[config.mk]
export PLATFORM = sky130hd
export DESIGN_NAME = pcie_tx_credit_gate
export DESIGN_NICKNAME = d
export VERILOG_FILES = /design/src/rtl/tx_credit_pkg.sv /design/src/rtl/credit_limit_sel.sv /design/src/rtl/credit_tally.sv /design/src/rtl/pcie_tx_credit_gate.sv
export SDC_FILE = /design/constraint.sdc
export NUM_CORES = 1
export LEC_CHECK = 0
export BUFFER_PORTS_ARGS = -buffer_cell sky130_fd_sc_hd__buf_2
export CORE_AREA = 2 2 148 150
export CTS_BUF_LIST = sky130_fd_sc_hd__clkbuf_8
export CTS_CLUSTER_DIAMETER = 30
export DETAILED_ROUTE_END_ITERATION = 8
export DIE_AREA = 0 0 150 152
export HOLD_SLACK_MARGIN = 0.05
export PLACE_DENSITY = 0.71
export SYNTH_ARGS = -nofsm -noshare
export SYNTH_HDL_FRONTEND = slang
export SYNTH_HIERARCHICAL = 1
export SYNTH_SLANG_ARGS = --single-unit
[constraint.sdc]
create_clock -name clk -period 5.8 [get_ports clk]
set_input_delay 1.16 -clock clk [delete_from_list [all_inputs] [get_ports clk]]
set_output_delay 1.16 -clock clk [all_outputs]
set_load 0.02 [all_outputs]
[src/rtl/tx_credit_pkg.sv]
// Shared definitions for the transmit credit gate.
// Assumes the type order used on the core's pulse and unlimited vectors:
// index 5..0 = posted hdr, posted data, non-posted hdr, non-posted data,
// completion hdr, completion data.
package tx_credit_pkg;
    localparam int NUM_TYPES   = 6;
    localparam int NUM_CLASSES = 3;

    typedef enum logic [1:0] {
        CLS_POSTED = 2'd0,
        CLS_NONPOST = 2'd1,
        CLS_CPL = 2'd2
    } tlp_class_e;

    // Class that owns a type index.
    function automatic logic [1:0] class_of_type(input int t);
        return 2'((NUM_TYPES - 1 - t) / 2);
    endfunction

    // Odd indices are header types.
    function automatic logic is_hdr_type(input int t);
        return (t % 2) == 1;
    endfunction
endpackage

[src/rtl/credit_limit_sel.sv]
// Steps the class selector round-robin and keeps a copy of every class's
// header and data limit. Assumes the core's limit outputs follow the
// selector within the same cycle. All stored flags clear while the link is down.
module credit_limit_sel
    import tx_credit_pkg::*;
#(
    parameter int HDR_W = 8,
    parameter int DAT_W = 12
) (
    input  logic                            clk,
    input  logic                            rst_n,
    input  logic                            link_up,
    input  logic [HDR_W-1:0]                lim_hdr,
    input  logic [DAT_W-1:0]                lim_dat,
    output logic [1:0]                      sel,
    output logic [NUM_CLASSES-1:0][HDR_W-1:0] hdr_lim,
    output logic [NUM_CLASSES-1:0][DAT_W-1:0] dat_lim,
    output logic [NUM_CLASSES-1:0]          seen
);
    localparam logic [1:0] LAST_SEL = 2'(NUM_CLASSES - 1);

    // Round-robin class selector.
    always_ff @(posedge clk) begin
        if (!rst_n)                sel <= '0;
        else if (sel == LAST_SEL)  sel <= '0;
        else                       sel <= sel + 2'd1;
    end

    // Store the limits on show for the selected class.
    always_ff @(posedge clk) begin
        if (!rst_n) begin
            hdr_lim <= '0;
            dat_lim <= '0;
            seen    <= '0;
        end else if (!link_up) begin
            seen    <= '0;
        end else begin
            hdr_lim[sel] <= lim_hdr;
            dat_lim[sel] <= lim_dat;
            seen[sel]    <= 1'b1;
        end
    end
endmodule

[src/rtl/credit_tally.sv]
// One consumed-credit counter of width W with its room check.
// Adds the application amount and a single core credit in the same cycle.
// Assumes modulo-2^W arithmetic against the limit.
module credit_tally #(
    parameter int W = 8
) (
    input  logic         clk,
    input  logic         rst_n,
    input  logic         clear,
    input  logic [W-1:0] add_app,
    input  logic         add_core,
    input  logic [W-1:0] limit,
    input  logic [W-1:0] cost,
    input  logic         unl,
    output logic         room
);
    logic [W-1:0] used;
    logic [W-1:0] avail;

    // Running consumption, cleared while the link is down.
    always_ff @(posedge clk) begin
        if (!rst_n || clear) used <= '0;
        else                 used <= used + add_app + W'(add_core);
    end

    // Room check with wrap-around difference.
    always_comb begin
        avail = limit - used;
        room  = unl || (avail >= cost);
    end
endmodule

[src/rtl/pcie_tx_credit_gate.sv]
// Grants or stalls transmit requests from per-type consumed counts and the
// stored class limits. Assumes a granted request is removed or replaced
// at the next clock edge, and that core pulses obey the one-header (plus
// optional one-data) per cycle rule.
module pcie_tx_credit_gate
    import tx_credit_pkg::*;
#(
    parameter int HDR_W = 8,
    parameter int DAT_W = 12,
    parameter int LEN_W = 10
) (
    input  logic             clk,
    input  logic             rst_n,
    input  logic             link_up,
    input  logic [5:0]       core_use,
    input  logic [5:0]       unlimited,
    output logic [1:0]       lim_sel,
    input  logic [HDR_W-1:0] lim_hdr,
    input  logic [DAT_W-1:0] lim_dat,
    input  logic             req_valid,
    input  logic [1:0]       req_class,
    input  logic             req_data,
    input  logic [LEN_W-1:0] req_dw,
    output logic             grant,
    output logic             stall
);
    localparam int COST_W = LEN_W - 1;

    logic [NUM_CLASSES-1:0][HDR_W-1:0] hdr_lim;
    logic [NUM_CLASSES-1:0][DAT_W-1:0] dat_lim;
    logic [NUM_CLASSES-1:0]            seen;
    logic [3:0]                        seen_ext;
    logic [COST_W-1:0]                 dat_cost;
    logic [NUM_TYPES-1:0]              room;
    logic [NUM_TYPES-1:0]              core_live;
    logic                              class_ok;

    credit_limit_sel #(.HDR_W(HDR_W), .DAT_W(DAT_W)) u_lim (
        .clk(clk), .rst_n(rst_n), .link_up(link_up),
        .lim_hdr(lim_hdr), .lim_dat(lim_dat),
        .sel(lim_sel), .hdr_lim(hdr_lim), .dat_lim(dat_lim), .seen(seen)
    );

    // Data credits: payload dwords divided by four, rounded up.
    always_comb begin
        dat_cost  = COST_W'((LEN_W'(1) + (req_dw + LEN_W'(2))) >> 2);
        if (req_dw > LEN_W'({LEN_W{1'b1}} - 3)) dat_cost = COST_W'(({1'b0, req_dw} + 3) >> 2);
        core_live = link_up ? core_use : '0;
        seen_ext  = {1'b0, seen};
        class_ok  = (req_class != 2'd3) && seen_ext[req_class];
    end

    // One counter per type, sized by header or data width.
    for (genvar t = 0; t < NUM_TYPES; t++) begin : g_type
        localparam logic [1:0] CLS = class_of_type(t);
        localparam bit         HDR = is_hdr_type(t);
        logic need;
        always_comb need = req_valid && (req_class == CLS) && (HDR || req_data);
        if (HDR) begin : g_hdr
            logic [HDR_W-1:0] cost;
            always_comb cost = need ? HDR_W'(1) : '0;
            credit_tally #(.W(HDR_W)) u_tally (
                .clk(clk), .rst_n(rst_n), .clear(!link_up),
                .add_app(grant ? cost : '0), .add_core(core_live[t]),
                .limit(hdr_lim[CLS]), .cost(cost), .unl(unlimited[t]),
                .room(room[t])
            );
        end else begin : g_dat
            logic [DAT_W-1:0] cost;
            always_comb cost = need ? DAT_W'(dat_cost) : '0;
            credit_tally #(.W(DAT_W)) u_tally (
                .clk(clk), .rst_n(rst_n), .clear(!link_up),
                .add_app(grant ? cost : '0), .add_core(core_live[t]),
                .limit(dat_lim[CLS]), .cost(cost), .unl(unlimited[t]),
                .room(room[t])
            );
        end
    end

    // Final decision for the presented request.
    always_comb begin
        grant = req_valid && link_up && class_ok && (&room);
        stall = req_valid && !grant;
    end
endmodule

# [Yosys cells after proc, flatten, opt, wreduce, memory -nomap -nowiden]
# Index checks and enable logic that the tools add are counted.
[word_totals] reg_bits=125 inputBits=49
[op_classes] add_sub_neg=22 order_cmp=10 eq_ne=4 n_mux=24 bitwise_logic=2 n_reduce_logical=26
[ops] operator="two-way mux 9 bit" count=7
[ops] operator="adder 8 x 1 -> 8 bit" count=5
[ops] operator="adder 12 x 1 -> 12 bit" count=3
[ops] operator="adder 12 x 9 -> 12 bit" count=3
[ops] operator="bitwise mux 36 bit" count=1
[ops] operator="greater-or-equal comparator 12 x 9 -> 1 bit" count=3
[ops] operator="subtractor 12 bit" count=3
[ops] operator="bitwise mux 24 bit" count=1
[ops] operator="demux 12 bit (select 2 bit)" count=1
[ops] operator="greater-or-equal comparator 8 x 1 -> 1 bit" count=3
[ops] operator="subtractor 8 bit" count=3
[ops] operator="demux 8 bit (select 2 bit)" count=1
[ops] operator="two-way mux 8 bit" count=2
[ops] operator="logical AND 1 bit" count=12
[ops] operator="two-way mux 12 bit" count=1
[ops] operator="adder 10 x 2 -> 11 bit, second input constant" count=1
[ops] operator="adder 1 x 10 -> 10 bit, first input constant" count=1
[ops] operator="adder 10 x 2 -> 10 bit, second input constant" count=1
[ops] operator="greater-than comparator 10 bit, second input constant" count=1
[ops] operator="adder 8 bit" count=1
[ops] operator="logical OR 1 bit" count=7
[ops] operator="two-way mux 1 bit" count=7
[ops] operator="< comparator 2 x 3 -> 1 bit, second input constant" count=2
[ops] operator="two-way mux 6 bit" count=1
[ops] operator="14 further kinds" count=17

# [Logic depth before layout (Yosys ltp)]
[depth] depth_word=11 mapped_depth=28 depth_no_buf=26

# [Cells and area by module]
# The synthesis kept the hierarchy.
[modules_own_cells] module="credit_tally (g_type[0].g_dat.u_tally ...)" n_inst=2 cells_per_inst=217 area_per_inst_um2=1754.2
[modules_own_cells] module="credit_limit_sel" n_inst=1 cells_per_inst=237 area_per_inst_um2=2411.1
[modules_own_cells] module="credit_tally (g_type[3].g_hdr.u_tally ...)" n_inst=2 cells_per_inst=123 area_per_inst_um2=1009.7
[modules_own_cells] module="credit_tally (g_type[4].g_dat.u_tally)" n_inst=1 cells_per_inst=217 area_per_inst_um2=1755.4
[modules_own_cells] module="credit_tally (g_type[1].g_hdr.u_tally)" n_inst=1 cells_per_inst=127 area_per_inst_um2=1043.5
[modules_own_cells] module="pcie_tx_credit_gate" n_inst=1 cells_per_inst=119 area_per_inst_um2=698.2

# [Worst setup path before layout]
# OpenSTA, ideal clock, no wires.
[synth_path] path_type="input to register" from="in req_dw[1]" to="reg g_type[4].g_dat.u_tally.used[10]" setup_ns=0.072 t_arrival_ns=5.311 required_ns=5.728 slack_ns=0.418 cell_stages=23 path_cell_list="o211ai_2 or4_1 buf_2 a21oi_1 inv_1 ha_1 nand4_1 or3_1 a32oi_1 nand4_1 a211o_1 buf_2 buf_2 nor3_1 inv_1 fa_1 inv_1 fa_1 a211oi_1 o21bai_1 a21oi_1 o21ai_1 mux2i_1"
[synth_between] elab_chain_cells=11 word_cells_on_any_way=19 classes_between="add/sub (5); order compare (4); mux (5); reduce/logical (5)"
[synth_rtl] element="from (decl)" line_no="pcie_tx_credit_gate.sv:23" text="input logic [LEN_W-1:0] req_dw,"
[synth_rtl] element="adder 10 x 2 -> 10 bit" line_no="pcie_tx_credit_gate.sv:46" text="dat_cost = COST_W'((LEN_W'(1) + (req_dw + LEN_W'(2))) >> 2);"
[synth_rtl] element="adder 1 x 10 -> 10 bit" line_no="pcie_tx_credit_gate.sv:46"
[synth_rtl] element="two-way mux 9 bit (*)" line_no="pcie_tx_credit_gate.sv:47" text="if (req_dw > LEN_W'({LEN_W{1'b1}} - 3)) dat_cost = COST_W'(({1'b0, req_dw} + 3) >> 2);"
[synth_rtl] element="two-way mux 9 bit (*)" line_no="pcie_tx_credit_gate.sv:70" text="always_comb cost = need ? DAT_W'(dat_cost) : '0;"
[synth_rtl] element="via g_type[0].g_dat.cost[7]" line_no="pcie_tx_credit_gate.sv:69" text="logic [DAT_W-1:0] cost;"
[synth_rtl] element="greater-or-equal comparator 12 x 9 -> 1 bit (*)" line_no="credit_tally.sv:29" text="room = unl || (avail >= cost);"
[synth_rtl] element="logical OR 1 bit (*)" line_no="credit_tally.sv:29"
[synth_rtl] element="via room[0]" line_no="pcie_tx_credit_gate.sv:34" text="logic [NUM_TYPES-1:0] room;"
[synth_rtl] element="AND reduction 6 bit (*)" line_no="pcie_tx_credit_gate.sv:82" text="grant = req_valid && link_up && class_ok && (&room);"
[synth_rtl] element="logical AND 1 bit (*)" line_no="pcie_tx_credit_gate.sv:82"
[synth_rtl] element="two-way mux 9 bit (*)" line_no="pcie_tx_credit_gate.sv:73" text=".add_app(grant ? cost : '0), .add_core(core_live[t]),"
[synth_rtl] element="adder 12 x 9 -> 12 bit (*)" line_no="credit_tally.sv:23" text="else used <= used + add_app + W'(add_core);"
[synth_rtl] element="adder 12 x 1 -> 12 bit (*)" line_no="credit_tally.sv:23"
[synth_rtl] element="to (signal assigned)" line_no="credit_tally.sv:23"
[synth_rtl] element="to (decl)" line_no="credit_tally.sv:17" text="logic [W-1:0] used;"
# Mark *: on every way through the listed nets, which the timed path passes. The rest lies on a longest branch.
# A chain may end at the register's enable or synchronous reset.

# [Final worst setup path]
[layout_path] from="in req_dw[3]" to="out stall"
[layout_between] elab_chain_cells=10 word_cells_on_any_way=18 classes_between="add/sub (3); order compare (4); mux (4); reduce/logical (7)"
[layout_rtl] element="adder 10 x 2 -> 10 bit" line_no="pcie_tx_credit_gate.sv:46"
[layout_rtl] element="adder 1 x 10 -> 10 bit" line_no="pcie_tx_credit_gate.sv:46"
[layout_rtl] element="two-way mux 9 bit (*)" line_no="pcie_tx_credit_gate.sv:47"
[layout_rtl] element="two-way mux 9 bit (*)" line_no="pcie_tx_credit_gate.sv:70"
[layout_rtl] element="via g_type[0].g_dat.cost[7]" line_no="pcie_tx_credit_gate.sv:69"
[layout_rtl] element="greater-or-equal comparator 12 x 9 -> 1 bit (*)" line_no="credit_tally.sv:29"
[layout_rtl] element="logical OR 1 bit (*)" line_no="credit_tally.sv:29"
[layout_rtl] element="via room[0]" line_no="pcie_tx_credit_gate.sv:34"
[layout_rtl] element="AND reduction 6 bit (*)" line_no="pcie_tx_credit_gate.sv:82"
[layout_rtl] element="logical AND 1 bit (*)" line_no="pcie_tx_credit_gate.sv:82"
[layout_rtl] element="zero test 1 bit (*)" line_no="pcie_tx_credit_gate.sv:83" text="stall = req_valid && !grant;"
[layout_rtl] element="logical AND 1 bit (*)" line_no="pcie_tx_credit_gate.sv:83"
[layout_rtl] element="to (decl)" line_no="pcie_tx_credit_gate.sv:25" text="output logic stall"
# Marks and branches as above.

==> impl_metrics.env <==
export IMPL_status="finished, final reports clean"
export IMPL_ant_nets=0
export IMPL_cts_hold_buffers=0
export IMPL_synthTopCellsByArea="dfxtp_1, ha_1, mux2i_1"
export IMPL_grt_pass1_wl_um=46700
export IMPL_die_h_um=152
export IMPL_synth_avg_cell_area_um2=8.29
export IMPL_root_buffer="clkbuf_8"
export IMPL_rsz0062_at_grt="no"
export IMPL_setup_ws_ns=0.279
export IMPL_path_buf_inv=5
export IMPL_start_util_pct=53.6
export IMPL_worstMarginPinSlew_ns=1.23
export IMPL_drcViolationCount=0
export IMPL_grt_usage_pct=25.7
export IMPL_max_stage_delay_ns=0.52
export IMPL_hold_class="reg -> reg"
export IMPL_fin_crit_ns=5.52
export IMPL_area_delta_synth_final_pct=11.5
export IMPL_antenna_found_initial=1
export IMPL_drt_total_wl_um=28700
export IMPL_end_kind="primary output"
export IMPL_firstDrtPassIters=5
export IMPL_clock_latency_ns=0.45
export IMPL_cp_slowest_cell="or4_1"
export IMPL_coreArea_um2=21400
export IMPL_place_area_um2=12400
export IMPL_place_ws_ns=-0.0937
export IMPL_cts_sinks=125
export IMPL_path_cells="buf_2 > o211ai_2 > or4_1 > buf_4 > a21oi_1 > inv_1 > ha_1 > nand4_1 > or3_1 > a32oi_1 > nand4_1 > buf_4 > a211oi_1 > a21boi_0 > buf_2"
export IMPL_tritoncts="done"
export IMPL_ys_types=64
export IMPL_synthCells=1380
export IMPL_grt_overflow=0
export IMPL_htreeDepth=4
export IMPL_crit_type="in -> out"
export IMPL_fin_area_um2=12700
export IMPL_grt_pass1_vias=9754
export IMPL_drt_initial_drc_count=446
export IMPL_hold_viol_final=0
export IMPL_relSlewSlack_pct=17.8
export IMPL_io_pins=53
export IMPL_finClkSkew_ns=0.0191
export IMPL_required_ns=4.64
export IMPL_gp_congestion=0.864
export IMPL_startpoint_type="primary input"
export IMPL_final_layout_size_suffix_gt1_share_pct=10.0
export IMPL_synthFlopType="dfxtp_1"
export IMPL_maxSlewViolCount=0
export IMPL_dieArea_um2=22800
export IMPL_post_synth_top_area_cell="dfxtp_1"
export IMPL_dp_cells=1776
export IMPL_port_buffer_count=52
export IMPL_clk_path_buf_depth=2
export IMPL_synth_edff_count=0
export IMPL_floorplan_rows=54
export IMPL_ir_drop_uv=166
export IMPL_clk_pin_slew_ns=0.07
export IMPL_routed_via_density=5.48
export IMPL_crit_arrival_ns=4.36
export IMPL_yosysTopAreaCellShare_pct=21.9
export IMPL_antennaDiodeCount=0
export IMPL_synth_seq_cells=125
export IMPL_grt_start_max_net_pins=83
export IMPL_timing_final_crit_share_pct=95.2
export IMPL_synth_common_cells="ha_1, inv_1, dfxtp_1, nand2_1, nor2_1"
export IMPL_utilization_pct=59.7
export IMPL_yosysMostFrequentCell="ha_1"
export IMPL_hpwl_um=22500
export IMPL_netlist_area_um2=11400
export IMPL_cp_max_fo=5
export IMPL_layout_cells_non_filler=1807
export IMPL_nNetsFinal=1747
export IMPL_wl_per_cell_um=15.9
export IMPL_n_fill_cell=1988
export IMPL_p_leak_nw=5.89
export IMPL_p_per_area_nw_per_um2=228
export IMPL_die_w_um=150
export IMPL_ys_warn_count=6
export IMPL_fmax_ghz=0.181
export IMPL_cp_top_family="simple AND/OR/NAND/NOR gates"
export IMPL_numCtsBuffers=17
export IMPL_synth_async_reset_ratio_pct=0
export IMPL_num_vias=9905
export IMPL_yosysSeqAreaShare_pct=21.9
export IMPL_final_setup_viol_count=0
export IMPL_maxCapViolCount=0
## report_power, final
group	internal, mW	switching (mW)	total, mW
Combinational	0.547	0.622	1.17
Sequential	0.913	0.0406	0.954
Clock	0.398	0.380	0.779
## what timing repair did
item                       4_1_cts  5_1_grt
resized for setup                0        2
buffers inserted                 0        0
setup endpoints to repair        0        3
## cell type report
cell class | count | area (um2) | area share (%)
multi-input cells | 1123 | 8330 | 65.4
well taps | 280 | 350 | 2.75
clock buffers | 19 | 262 | 2.05
inverters | 150 | 563 | 4.42
flip-flops and latches | 125 | 2500 | 19.6
clock inverters | 12 | 121 | 0.952
repair buffers | 98 | 618 | 4.85
## registers in the layout (all words and copies together) (netlist names)
signal                     count
u_lim/dat_lim                 36
u_lim/hdr_lim                 24
g_type.g_dat.u_tally/used     36
u_lim/seen                     3
g_type.g_hdr.u_tally/used     24
u_lim/sel                      2
## per-stage QoR
step / setup TNS (ns) / hold slack, ns / power (mW)
4_1_cts: 0 / 0.468 / 2.91
3_3_place_gp: -0.123 / 0.447 / 2.09
3_5_place_dp: -0.178 / 0.457 / 2.13
5_1_grt: 0 / 0.483 / 3.12
6_report: 0 / 0.464 / 2.90
2_1_floorplan: 0 / 0.434 / 1.87
## cell usage in the layout (no fill, tap or decap), types with 5 or more instances in the layout
cell type / count
and3_1: 5
a211oi_1: 37
clkbuf_8: 19
buf_4: 45
a31oi_1: 12
xnor2_1: 36
nor2b_1: 23
o21ai_1: 20
nand3_1: 13
conb_1: 63
or2_2: 6
o211ai_1: 6
o31a_1: 7
o21ai_0: 35
and4_1: 5
xor2_1: 40
mux2i_1: 67
ha_1: 165
o22ai_1: 6
nor3b_1: 11
inv_1: 151
o2111ai_1: 8
buf_2: 52
a2111oi_4: 6
o31ai_1: 13
o21bai_1: 6
and2_1: 22
a21oi_1: 73
fa_1: 18
nor2_1: 91
nand2b_1: 36
nand2_1: 125
o21a_1: 23
or3_1: 8
nand4_1: 16
clkinv_2: 5
a21o_1: 37
dfxtp_1: 125
nor3_1: 31
## worst paths after layout
check / cells after the start / slack (ns) / endpoint / start
max: 15 / 0.28 / stall / req_dw[3]
max reg2reg: 23 / 0.40 / g_type[4].g_dat.u_tally/used[11]$_SDFF_PP0_ / u_lim/dat_lim[12]$_SDFFE_PN0P_
min: 2 / 0.46 / u_lim/hdr_lim[8]$_SDFFE_PN0P_ / u_lim/hdr_lim[8]$_SDFFE_PN0P_
min reg2reg: 2 / 0.46 / u_lim/hdr_lim[8]$_SDFFE_PN0P_ / u_lim/hdr_lim[8]$_SDFFE_PN0P_
## per-layer routing
| layer | track usage (%) | vias to the layer above | wire length, um |
|---|---|---|---|
| met5 | 0 | - | 13 |
| met4 | 10.5 | 2 | 1030 |
| met3 | 4.59 | 58 | 1420 |
| met2 | 43.2 | 226 | 13400 |
| met1 | 32.2 | 4566 | 12800 |
| li1 | - | 5053 | - |
## worst register-to-register path, stage by stage, from the launching register on
cell and delay [ns]:
dfxtp_1 0.32, inv_1 0.09, ha_1 0.17, inv_1 0.05, fa_1 0.41, a21o_1 0.22
a21oi_1 0.23, o21bai_1 0.10, a41o_1 0.25, xor2_1 0.15, ha_1 0.28, o21a_1 0.10
o21a_1 0.09, o21ai_0 0.07, a32oi_1 0.29, nand4_1 0.17, a211o_2 0.40, buf_4 0.23
a211oi_1 0.33, ha_1 0.31, a211oi_1 0.26, nor2_1 0.09, o311a_1 0.33, o41ai_1 0.36
## cell families (layout without fill, tap and decap cells)
family	after synthesis	count (layout)	synth area share, %
mux	67	67	5.86
simple gates	415	415	18.2
compound gates	319	319	19.6
buf+inv	194	279	7.35
flops	125	125	21.9
other cells	1	63	0.0328
xor+xnor	76	76	5.82
fa+ha+maj	183	183	21.2
Power figures use the tool's default switching activity.
